`src/rtl/sdram_trk_pkg.sv`:
```
package sdram_trk_pkg;

  typedef enum logic [2:0] {
    CMD_NOP, CMD_ACT, CMD_RD, CMD_WR, CMD_PRE, CMD_REF, CMD_MRS, CMD_BST
  } cmd_e;

  // Code values are visible at the ports: 00 idle, 01 open, 11 open with close scheduled, 10 closing.
  typedef enum logic [1:0] {
    BK_IDLE    = 2'b00,
    BK_OPEN    = 2'b01,
    BK_CLOSING = 2'b10,
    BK_OPEN_AP = 2'b11
  } bank_st_e;

  function automatic cmd_e decode_cmd(input logic cs_n, input logic ras_n,
                                      input logic cas_n, input logic we_n);
    if (cs_n) return CMD_NOP;
    case ({ras_n, cas_n, we_n})
      3'b011:  return CMD_ACT;
      3'b101:  return CMD_RD;
      3'b100:  return CMD_WR;
      3'b010:  return CMD_PRE;
      3'b001:  return CMD_REF;
      3'b000:  return CMD_MRS;
      3'b110:  return CMD_BST;
      default: return CMD_NOP;
    endcase
  endfunction

  // Cycles from a read/write with auto close to the earliest hidden close edge.
  function automatic logic [8:0] ap_wait(input logic [7:0] bl, input logic [3:0] cl);
    return {1'b0, bl} + 9'(cl);
  endfunction

endpackage

```
`src/rtl/sdram_cmd_decode.sv`:
```
module sdram_cmd_decode
  import sdram_trk_pkg::*;
(
  input  logic clk,
  input  logic rst,
  input  logic cke,
  input  logic cs_n,
  input  logic ras_n,
  input  logic cas_n,
  input  logic we_n,
  output cmd_e cmd,
  output logic pd_entry
);

  logic cke_q;
  cmd_e raw_cmd;

  always_ff @(posedge clk) begin
    if (rst) cke_q <= 1'b1;
    else     cke_q <= cke;
  end

  assign raw_cmd  = decode_cmd(cs_n, ras_n, cas_n, we_n);
  // With the clock enable low on the previous edge the memory ignores its inputs.
  assign cmd      = cke_q ? raw_cmd : CMD_NOP;
  assign pd_entry = cke_q && !cke && (raw_cmd == CMD_NOP);

endmodule

```
`src/rtl/sdram_bank_fsm.sv`:
```
module sdram_bank_fsm
  import sdram_trk_pkg::*;
#(
  parameter int T_RAS_MIN = 4,
  parameter int T_RAS_MAX = 20,
  parameter int T_RP      = 3,
  parameter int APW       = 9
) (
  input  logic           clk,
  input  logic           rst,
  input  cmd_e           cmd,
  input  logic           hit,
  input  logic           a10,
  input  logic [APW-1:0] ap_delay,
  output bank_st_e       st,
  output logic           ready,
  output logic           viol_cmd,
  output logic           viol_tras
);

  localparam int RW = $clog2(T_RAS_MAX + 2);
  localparam int PW = (T_RP > 1) ? $clog2(T_RP) : 1;

  logic [RW-1:0]  row_cnt;
  logic [APW-1:0] ap_cnt;
  logic [PW-1:0]  rp_cnt;

  // Named internal events, shared by the next-state logic and the assertions.
  logic act_hit, rw_hit, pre_hit, is_open, ras_ok, ap_due, tras_hit, bad_cmd;

  function automatic logic min_row_met(input logic [RW-1:0] r);
    return (int'(r) + 1) >= T_RAS_MIN;
  endfunction

  assign act_hit  = hit && (cmd == CMD_ACT);
  assign rw_hit   = hit && (cmd == CMD_RD || cmd == CMD_WR);
  assign pre_hit  = (cmd == CMD_PRE) && (a10 || hit);
  assign ready    = (st == BK_IDLE) || (st == BK_CLOSING && rp_cnt == '0);
  assign is_open  = (st == BK_OPEN) || (st == BK_OPEN_AP);
  assign ras_ok   = min_row_met(row_cnt);
  assign ap_due   = (st == BK_OPEN_AP) && (ap_cnt <= APW'(1)) && ras_ok;
  assign tras_hit = is_open && (row_cnt == RW'(T_RAS_MAX));
  assign bad_cmd  = (act_hit && !ready)
                 || (rw_hit && st != BK_OPEN)
                 || (pre_hit && st == BK_OPEN_AP)
                 || (pre_hit && st == BK_OPEN && !ras_ok);

  always_ff @(posedge clk) begin
    if (rst) begin
      st        <= BK_IDLE;
      row_cnt   <= '0;
      ap_cnt    <= '0;
      rp_cnt    <= '0;
      viol_cmd  <= 1'b0;
      viol_tras <= 1'b0;
    end else begin
      viol_cmd  <= bad_cmd;
      viol_tras <= tras_hit;
      if (is_open && row_cnt <= RW'(T_RAS_MAX)) row_cnt <= row_cnt + 1'b1;
      unique case (st)
        BK_IDLE: begin
          if (act_hit) begin
            st      <= BK_OPEN;
            row_cnt <= '0;
          end
        end
        BK_OPEN: begin
          if (pre_hit) begin
            st     <= BK_CLOSING;
            rp_cnt <= PW'(T_RP - 1);
          end else if (rw_hit && a10) begin
            st     <= BK_OPEN_AP;
            ap_cnt <= ap_delay;
          end
        end
        BK_OPEN_AP: begin
          if (ap_due) begin
            st     <= BK_CLOSING;
            rp_cnt <= PW'(T_RP - 1);
          end else if (ap_cnt != '0) begin
            ap_cnt <= ap_cnt - 1'b1;
          end
        end
        BK_CLOSING: begin
          if (rp_cnt == '0) begin
            if (act_hit) begin
              st      <= BK_OPEN;
              row_cnt <= '0;
            end else begin
              st <= BK_IDLE;
            end
          end else begin
            rp_cnt <= rp_cnt - 1'b1;
          end
        end
        default: st <= BK_IDLE;
      endcase
    end
  end

  assert_idle_exit_R2: assert property (@(posedge clk) disable iff (rst)
    (st == BK_IDLE) |=> (st == BK_IDLE || st == BK_OPEN));

  assert_ap_min_row_R4: assert property (@(posedge clk) disable iff (rst)
    (st == BK_CLOSING && $past(st) == BK_OPEN_AP) |-> ((int'($past(row_cnt)) + 1) >= T_RAS_MIN));

  assert_ap_locked_R5: assert property (@(posedge clk) disable iff (rst)
    (st == BK_OPEN_AP) |=> (st == BK_OPEN_AP || st == BK_CLOSING));

  assert_recovery_hold_R7: assert property (@(posedge clk) disable iff (rst)
    (st == BK_CLOSING && rp_cnt != '0) |=> (st == BK_CLOSING));

  assert_tras_single_R9: assert property (@(posedge clk) disable iff (rst)
    viol_tras |=> !viol_tras);

  assert_row_bound_R9: assert property (@(posedge clk) disable iff (rst)
    int'(row_cnt) <= T_RAS_MAX + 1);

endmodule

```
`src/rtl/sdram_bank_tracker.sv`:
```
module sdram_bank_tracker
  import sdram_trk_pkg::*;
#(
  parameter int NUM_BANKS = 2,
  parameter int T_RAS_MIN = 4,
  parameter int T_RAS_MAX = 20,
  parameter int T_RP      = 3,
  parameter int BL_W      = 4,
  parameter int CL_W      = 2,
  localparam int BA_W     = (NUM_BANKS > 1) ? $clog2(NUM_BANKS) : 1
) (
  input  logic                   clk,
  input  logic                   rst,
  input  logic                   cke,
  input  logic                   cs_n,
  input  logic                   ras_n,
  input  logic                   cas_n,
  input  logic                   we_n,
  input  logic                   a10,
  input  logic [BA_W-1:0]        bank_sel,
  input  logic [BL_W-1:0]        burst_len,
  input  logic [CL_W-1:0]        cas_lat,
  output logic [2*NUM_BANKS-1:0] bank_state,
  output logic                   all_idle,
  output logic                   viol_cmd,
  output logic                   viol_idle_only,
  output logic [NUM_BANKS-1:0]   viol_tras_max
);

  localparam int APW = 9;

  cmd_e           cmd;
  logic           pd_entry;
  logic [APW-1:0] ap_delay;
  logic [NUM_BANKS-1:0] ready_vec, idle_vec, vc_vec;
  logic           global_req;

  sdram_cmd_decode u_dec (
    .clk      (clk),
    .rst      (rst),
    .cke      (cke),
    .cs_n     (cs_n),
    .ras_n    (ras_n),
    .cas_n    (cas_n),
    .we_n     (we_n),
    .cmd      (cmd),
    .pd_entry (pd_entry)
  );

  assign ap_delay = ap_wait(8'(burst_len), 4'(cas_lat));

  for (genvar i = 0; i < NUM_BANKS; i++) begin : g_bank
    bank_st_e st_i;
    logic     hit_i;

    assign hit_i = (bank_sel == BA_W'(i));

    sdram_bank_fsm #(
      .T_RAS_MIN (T_RAS_MIN),
      .T_RAS_MAX (T_RAS_MAX),
      .T_RP      (T_RP),
      .APW       (APW)
    ) u_bank (
      .clk       (clk),
      .rst       (rst),
      .cmd       (cmd),
      .hit       (hit_i),
      .a10       (a10),
      .ap_delay  (ap_delay),
      .st        (st_i),
      .ready     (ready_vec[i]),
      .viol_cmd  (vc_vec[i]),
      .viol_tras (viol_tras_max[i])
    );

    assign bank_state[2*i +: 2] = st_i;
    assign idle_vec[i]          = (st_i == BK_IDLE);
  end

  assign all_idle   = &idle_vec;
  assign viol_cmd   = |vc_vec;
  assign global_req = (cmd == CMD_REF) || (cmd == CMD_MRS) || pd_entry;

  always_ff @(posedge clk) begin
    if (rst) viol_idle_only <= 1'b0;
    else     viol_idle_only <= global_req && !(&ready_vec);
  end

  assert_idle_flag_R11: assert property (@(posedge clk) disable iff (rst)
    all_idle |=> (viol_cmd == 1'b0 || $past(cmd) != CMD_PRE));

  assert_legal_global_R10: assert property (@(posedge clk) disable iff (rst)
    (all_idle && global_req) |=> !viol_idle_only);

endmodule

```
`config.mk`:
```
export PLATFORM = sky130hd
export DESIGN_NAME = sdram_bank_tracker
export DESIGN_NICKNAME = d
export VERILOG_FILES = /design/src/rtl/sdram_trk_pkg.sv /design/src/rtl/sdram_cmd_decode.sv /design/src/rtl/sdram_bank_fsm.sv /design/src/rtl/sdram_bank_tracker.sv
export SDC_FILE = /design/constraint.sdc
export NUM_CORES = 1
export LEC_CHECK = 0
export BUFFER_PORTS_ARGS = -buffer_cell sky130_fd_sc_hd__buf_2
export CORE_MARGIN = 1
export CORE_UTILIZATION = 55
export DETAILED_ROUTE_END_ITERATION = 7
export PLACE_DENSITY = 0.86
export SLEW_MARGIN = 0
export SYNTH_ARGS = -nofsm -noshare
export SYNTH_HDL_FRONTEND = slang
export SYNTH_SLANG_ARGS = --single-unit
export TNS_END_PERCENT = 20
```
`constraint.sdc`:
```
create_clock -name clk -period 3.9 [get_ports clk]
set_input_delay 0.78 -clock clk [delete_from_list [all_inputs] [get_ports clk]]
set_output_delay 0.78 -clock clk [all_outputs]
set_load 0.02 [all_outputs]
```
# ---- Word-level counts from Yosys, hierarchy flattened
# Index checks and enable logic that the tools add are counted.
dict set report op_classes {
  mux 43
  bitwise 1
  magnitude_cmp 6
  addsub 9
  eq_ne 42
  reduce_logical 73
}
# operator n
set ops {}
lappend ops {{$mux W9} 8}
lappend ops {{$ge A32 B4 Y1 const B} 2}
lappend ops {{$pmux W9 S2} 2}
lappend ops {{$logic_and A1 B1 Y1} 31}
lappend ops {{$mux W5} 6}
lappend ops {{$mux W2} 14}
lappend ops {{$ne A2 B2 Y1 const B} 12}
lappend ops {{$pmux W3 S7} 1}
lappend ops {{$pmux W5 S2} 2}
lappend ops {{$eq A3 B3 Y1 const B} 6}
lappend ops {{$le A9 B1 Y1 const B} 2}
lappend ops {{$reduce_bool A9 Y1} 2}
lappend ops {{$sub A9 B1 Y9 const B} 2}
lappend ops {{$ne A2 B1 Y1 const B} 8}
lappend ops {{$pmux W2 S4} 2}
lappend ops {{$reduce_and A4 Y1} 4}
lappend ops {{$logic_or A1 B1 Y1} 15}
lappend ops {{$add A5 B1 Y6 const B} 2}
lappend ops {{$eq A3 B2 Y1 const B} 4}
lappend ops {{$pmux W2 S3} 2}
lappend ops {{$add A5 B1 Y5 const B} 2}
lappend ops {{$eq A5 B5 Y1 const B} 2}
lappend ops {{$le A5 B5 Y1 const B} 2}
lappend ops {{$reduce_and A5 Y1} 2}
lappend ops {{16 further kinds} 39}
dict set report word_totals {
  in_bits 15
  wordCells 188
  ff_bits 42
}

# ---- Longest topological paths before layout
dict set report logic_depth {
  word_depth 11
  mapped_depth 7
  ltp_nobuf 7
}

# ---- Cells and area by module
# Synthesis repeated with hierarchy kept, for this count alone.
dict set report hier_totals {
  cells_unflattened 367
  area_unflattened_um2 2841.5
}
# module cells_each seq_area_each_um2 instances area_per_inst_um2
set by_module_without_submodules {}
lappend by_module_without_submodules {sdram_bank_fsm 166 400.4 2 1272.5}
lappend by_module_without_submodules {sdram_bank_tracker 23 20.0 1 183.9}
lappend by_module_without_submodules {sdram_cmd_decode 12 20.0 1 112.6}

# ---- Worst setup path before layout
# Ideal clock, no wire load.
dict set report synth_path {
  path_kind {flip-flop to output port}
  startpoint {register g_bank[1].u_bank.st[0]}
  endpoint {output port all_idle}
  stages_incl_launch_ff 4
  arrival_ns 1.515
  slack_ns 1.605
  required_time_ns 3.120
  cell_sequence {dfxtp_1 -> clkbuf_1 -> buf_1 -> nor4_1}
}
dict set report synth_between {
  elab_chain_cells 2
}
# item line
set synth_lines {}
lappend synth_lines {{start, declared} sdram_bank_fsm.sv:15} ;# output bank_st_e st,
lappend synth_lines {{start signal, assigned} sdram_bank_fsm.sv:50} ;# st <= BK_IDLE;
lappend synth_lines {{start signal, assigned} sdram_bank_fsm.sv:63} ;# st <= BK_OPEN;
lappend synth_lines {{start signal, assigned} sdram_bank_fsm.sv:69} ;# st <= BK_CLOSING;
lappend synth_lines {{$logic_not A2 Y1} sdram_bank_tracker.sv:77} ;# assign idle_vec[i] = (st_i == BK_IDLE);
lappend synth_lines {{$reduce_and A2 Y1} sdram_bank_tracker.sv:80} ;# assign all_idle = &idle_vec;
lappend synth_lines {{end, declared} sdram_bank_tracker.sv:24} ;# output logic all_idle,
# No other way between the ends.

# ---- Worst setup path in the final report
dict set report layout_path {
  startpoint {register g_bank[0].u_bank.st[0]}
  endpoint {register g_bank[0].u_bank.rp_cnt[1]}
}
dict set report layout_between {
  elab_chain_cells 5
  word_cells_on_any_way 11
}
# item line
set layout_lines {}
lappend layout_lines {{start, declared} sdram_bank_fsm.sv:15}
lappend layout_lines {{start signal, assigned} sdram_bank_fsm.sv:50}
lappend layout_lines {{start signal, assigned} sdram_bank_fsm.sv:63}
lappend layout_lines {{start signal, assigned} sdram_bank_fsm.sv:69}
lappend layout_lines {{$eq A2 B2 Y1} {sdram_bank_fsm.sv:41, sdram_bank_fsm.sv:60}}
lappend layout_lines {{$logic_and A1 B1 Y1 (2 in a row)} sdram_bank_fsm.sv:41} ;# assign ap_due = (st == BK_OPEN_AP) && (ap_cnt <= APW'(1)) && ras_ok;
lappend layout_lines {{$ne A2 B1 Y1 (no line)} --}
lappend layout_lines {{$reduce_and A4 Y1 (no line)} --}
lappend layout_lines {{end signal, assigned} sdram_bank_fsm.sv:70} ;# rp_cnt <= PW'(T_RP - 1);
lappend layout_lines {{end signal, assigned} sdram_bank_fsm.sv:79} ;# rp_cnt <= PW'(T_RP - 1);
lappend layout_lines {{end signal, assigned} sdram_bank_fsm.sv:93} ;# rp_cnt <= rp_cnt - 1'b1;
lappend layout_lines {{end, declared} sdram_bank_fsm.sv:26} ;# logic [PW-1:0] rp_cnt;
# Parallel ways exist; a longest one is shown, timed or not.
# A chain may end at the register's enable or synchronous reset.

==> results.yml <==
grt:
  grt_pass1_wl_um: 10600
  grt_max_degree: 26
  grt_antenna_before_repair: 0
  globalRouteOverflowTotal: 0
  grt_use_total_pct: 25.5
  first_global_vias: 2329
logic_synthesis:
  post_synth.cell_area_avg_um2: 8.00
  mappedNetlistArea_mm2: 0.00267
  synth_area_leaders: "dfxtp_1, ha_1, nor2_1"
  synthFlopType: "dfxtp_1"
  synth_top_cell_area_share_pct: 31.5
  sequential_fraction_of_the_synthesis_area_pct: 31.5
  ys_types: 68
  postSynthRegisterBits: 42
  syn-instance-count: 334
  synthDominantAreaCellType: "dfxtp_1"
  synth_warnings: 0
  async_reset_ff_share_pct: 0
  synth_enable_flop_cells: 0
  ys_top_cells_by_count: "dfxtp_1, nor2_1, nand2_1"
  most_frequently_used_cell_type_in_the_post_synthesis_netlist: "dfxtp_1"
  mappedNetlistNets: 362
sta:
  max_freq_mhz: 407
  sum_neg_setup_slack_ps: 0
  timing.final.setup_violations: 0
  post-route-period-util_pct: 63.0
  layout_setup_ws_ps: 1440
  finalHoldViolCount: 0
  worst_clock_skew_ps: 7.54
  hold_slack_ps: 449
  timing.final.max_slew_violations: 0
  final_period_minus_worst_setup_slack_ps: 2460
  grt_setup_unrepaired: "no"
  timing_worst_slew_pin_value_ps: 719
  max-slew-margin-rel_pct: 52.0
floorplan:
  floorplan.initialDensity_pct: 59.3
  floorplan.rows: 24
  die_width_um: 71.7
  io_pins: 24
  placeableCoreArea_mm2: 0.00450
  design.die.area_mm2: 0.00514
  die_y_um: 71.7
setup_path:
  cp_max_fo: 22
  timing.critical_path.to_type: "flop"
  worst_path_largest_cell_delay_ps: 790
  worst-setup-path-type: "reg2reg"
  reg2reg_from: "g_bank[0].u_bank.st[0]"
  worst_ep_arrival_time_ps: 2670
  worstSetupStartpointType: "flop"
  r2r_end: "g_bank[0].u_bank.rp_cnt[1]"
  worst_path_max_delay_cell: "dfxtp_1"
  cp_cell_instances: "and2_1, and2_1, o311a_1, a311oi_1, a221oi_1"
  worst-r2r-cell-count: 5
  reg2reg_slack_ps: 1440
  critical_path_required_ps: 4110
  cpMostUsedCell: "and2_1"
pwr:
  share_seq_of_total_power_pct: 51.5
  sw_share_pct: 23.8
  power_frac_clock_pct: 41.3
  power.leakage_nw: 1.13
  internal-power_w: 0.000641
  power-per-cell-area_mw_per_mm2: 291
  netSwitchingPower_w: 0.000200
  comb_power_share_pct: 7.1
  vdd_ir_drop_max_v: 0.000246
cts:
  tritoncts.num_buffers: 5
  worstSkewPairLatency_ps: 300
  cts-root-buf: "clkbuf_8"
  max-clock-path-buffers: 2
  post-cts-setup-buffers: 0
  cts_tree: "built"
  ctsHoldBuffers: 0
  cts.repair.resized: 0
  path_clk_slew_ps: 80
  clock-sinks: 42
  htreeDepth: 2
drt:
  first_iter_violations: 314
  via_count: 2600
  detail_route.wirelength.met1_um: 2860
  met2RoutedLength_um: 3000
  dr_wl_met3_um: 371
  wire_per_inst_um: 15.7
  drt-pass1-iter-count: 5
  topRoutingLayerUsed: "met4"
  via_density_per_instance: 6.47
  drt.antenna.violating_nets: 0
  route.final.wire_length_um: 6310
  drt_drc_violations_left: 0
placement:
  post-dp-hpwl_um: 4350
  buffer_ports.inserted: 23
  place_congestion: 0.921
  dp_slack_ps: 1470
cells_and_area:
  drive_gt1_share_pct: 12.6
  syn_to_final_growth_pct: 8.34
  diodes: 0
  filler_cell_count: 392
  final_util_pct: 64.3
  layout.nets: 377
worst_hold_path:
  min_to: "g_bank[0].u_bank.ap_cnt[8]"
  timing.hold.worst.class: "reg2reg"
  hp-start: "g_bank[0].u_bank.ap_cnt[8]"
  hold_depth: 1
outcome:
  run_status: "complete, no violations"
job:
  maxCapViolations: 0
cells in the final DEF, fill, tap and decap left out, drive strengths merged, types with 3 or more instances in the layout:
| master | count |
|---|---|
| clkinv | 3 |
| nand4 | 6 |
| xnor2 | 4 |
| or2 | 4 |
| o311ai | 7 |
| ha | 12 |
| nand3 | 16 |
| nand2b | 4 |
| or4 | 3 |
| or3 | 7 |
| buf | 23 |
| nor2b | 4 |
| and2 | 5 |
| nor4 | 5 |
| clkbuf | 5 |
| mux2i | 4 |
| nor3 | 11 |
| o21ai | 12 |
| o21a | 3 |
| xor2 | 3 |
| nor4b | 3 |
| nor2 | 31 |
| dfxtp | 42 |
| inv | 25 |
| a31oi | 5 |
| o31ai | 9 |
| a41oi | 4 |
| nand2 | 29 |
| o311a | 4 |
| a21oi | 21 |
flip-flops by register name, summed over array words and instances (netlist names):
register                 flops
g_bank.u_bank.viol_cmd       2
g_bank.u_bank.viol_tras      2
g_bank.u_bank.rp_cnt         4
viol_idle_only               1
g_bank.u_bank.st             4
u_dec.cke_q                  1
g_bank.u_bank.row_cnt       10
g_bank.u_bank.ap_cnt        18
critical path, delay by kind of cell (launching register included):
family,cells,cell delay (ps)
compound gates,3,800
simple gates,2,780
flops,1,790
how the worst max path moves through the flow:
stage / from / endpoint / slack, ps / cells past startpoint
finish: g_bank[0].u_bank.st[0] / g_bank[0].u_bank.rp_cnt[1] / 1440 / 5
global route: g_bank[0].u_bank.st[0] / g_bank[0].u_bank.rp_cnt[1] / 1230 / 5
CTS: g_bank[0].u_bank.st[0] / g_bank[0].u_bank.rp_cnt[1] / 1510 / 5
detailed placement: cas_n / g_bank[0].u_bank.ap_cnt[7] / 1470 / 6
global placement: cas_n / g_bank[0].u_bank.ap_cnt[7] / 1550 / 6
floorplan: g_bank[1].u_bank.st[0] / all_idle / 1610 / 3
cell families after synthesis:
| logic type | synth area share [%] |
|---|---|
| AO/OA/AOI/OAI | 26.0 |
| multiplexers | 1.50 |
| buffers and inverters | 6.14 |
| AND/OR/NAND/NOR | 26.2 |
| flip-flops | 31.5 |
| adder cells (fa/ha/maj) | 6.37 |
| XOR/XNOR | 2.30 |
per-layer routing:
layer,GRT usage (%),vias up
met5,0,-
met4,7.19,0
met3,4.78,8
met2,42.5,106
met1,33.9,1223
li1,-,1263
layout make-up:
cell class | count | area, µm² | share of cell area, %
tap | 52 | 65.1 | 2.25
inverter | 26 | 97.6 | 3.37
clock buffer | 5 | 68.8 | 2.38
multi-input combinational | 251 | 1670 | 57.6
timing repair buffer | 23 | 115 | 3.98
sequential | 42 | 841 | 29.1
clock inverter | 3 | 40.0 | 1.38
power groups by stage:
stage	sequential [W]	combinational [W]	clock [W]
2_1_floorplan	0.000442	0.0000384	0
3_3_place_gp	0.000443	0.0000572	0
3_5_place_dp	0.000443	0.0000585	0
4_1_cts	0.000433	0.0000590	0.000346
5_1_grt	0.000434	0.0000663	0.000370
6_report	0.000434	0.0000598	0.000348
through the flow:
step                instances  cell area, µm²  power (W)
floorplan                 334            2670   0.000480
global placement          394            2790   0.000501
detailed placement        394            2790   0.000502
CTS                       402            2890   0.000838
global route              402            2890   0.000870
finish                    402            2890   0.000841
(Power assumes the default switching activity.)
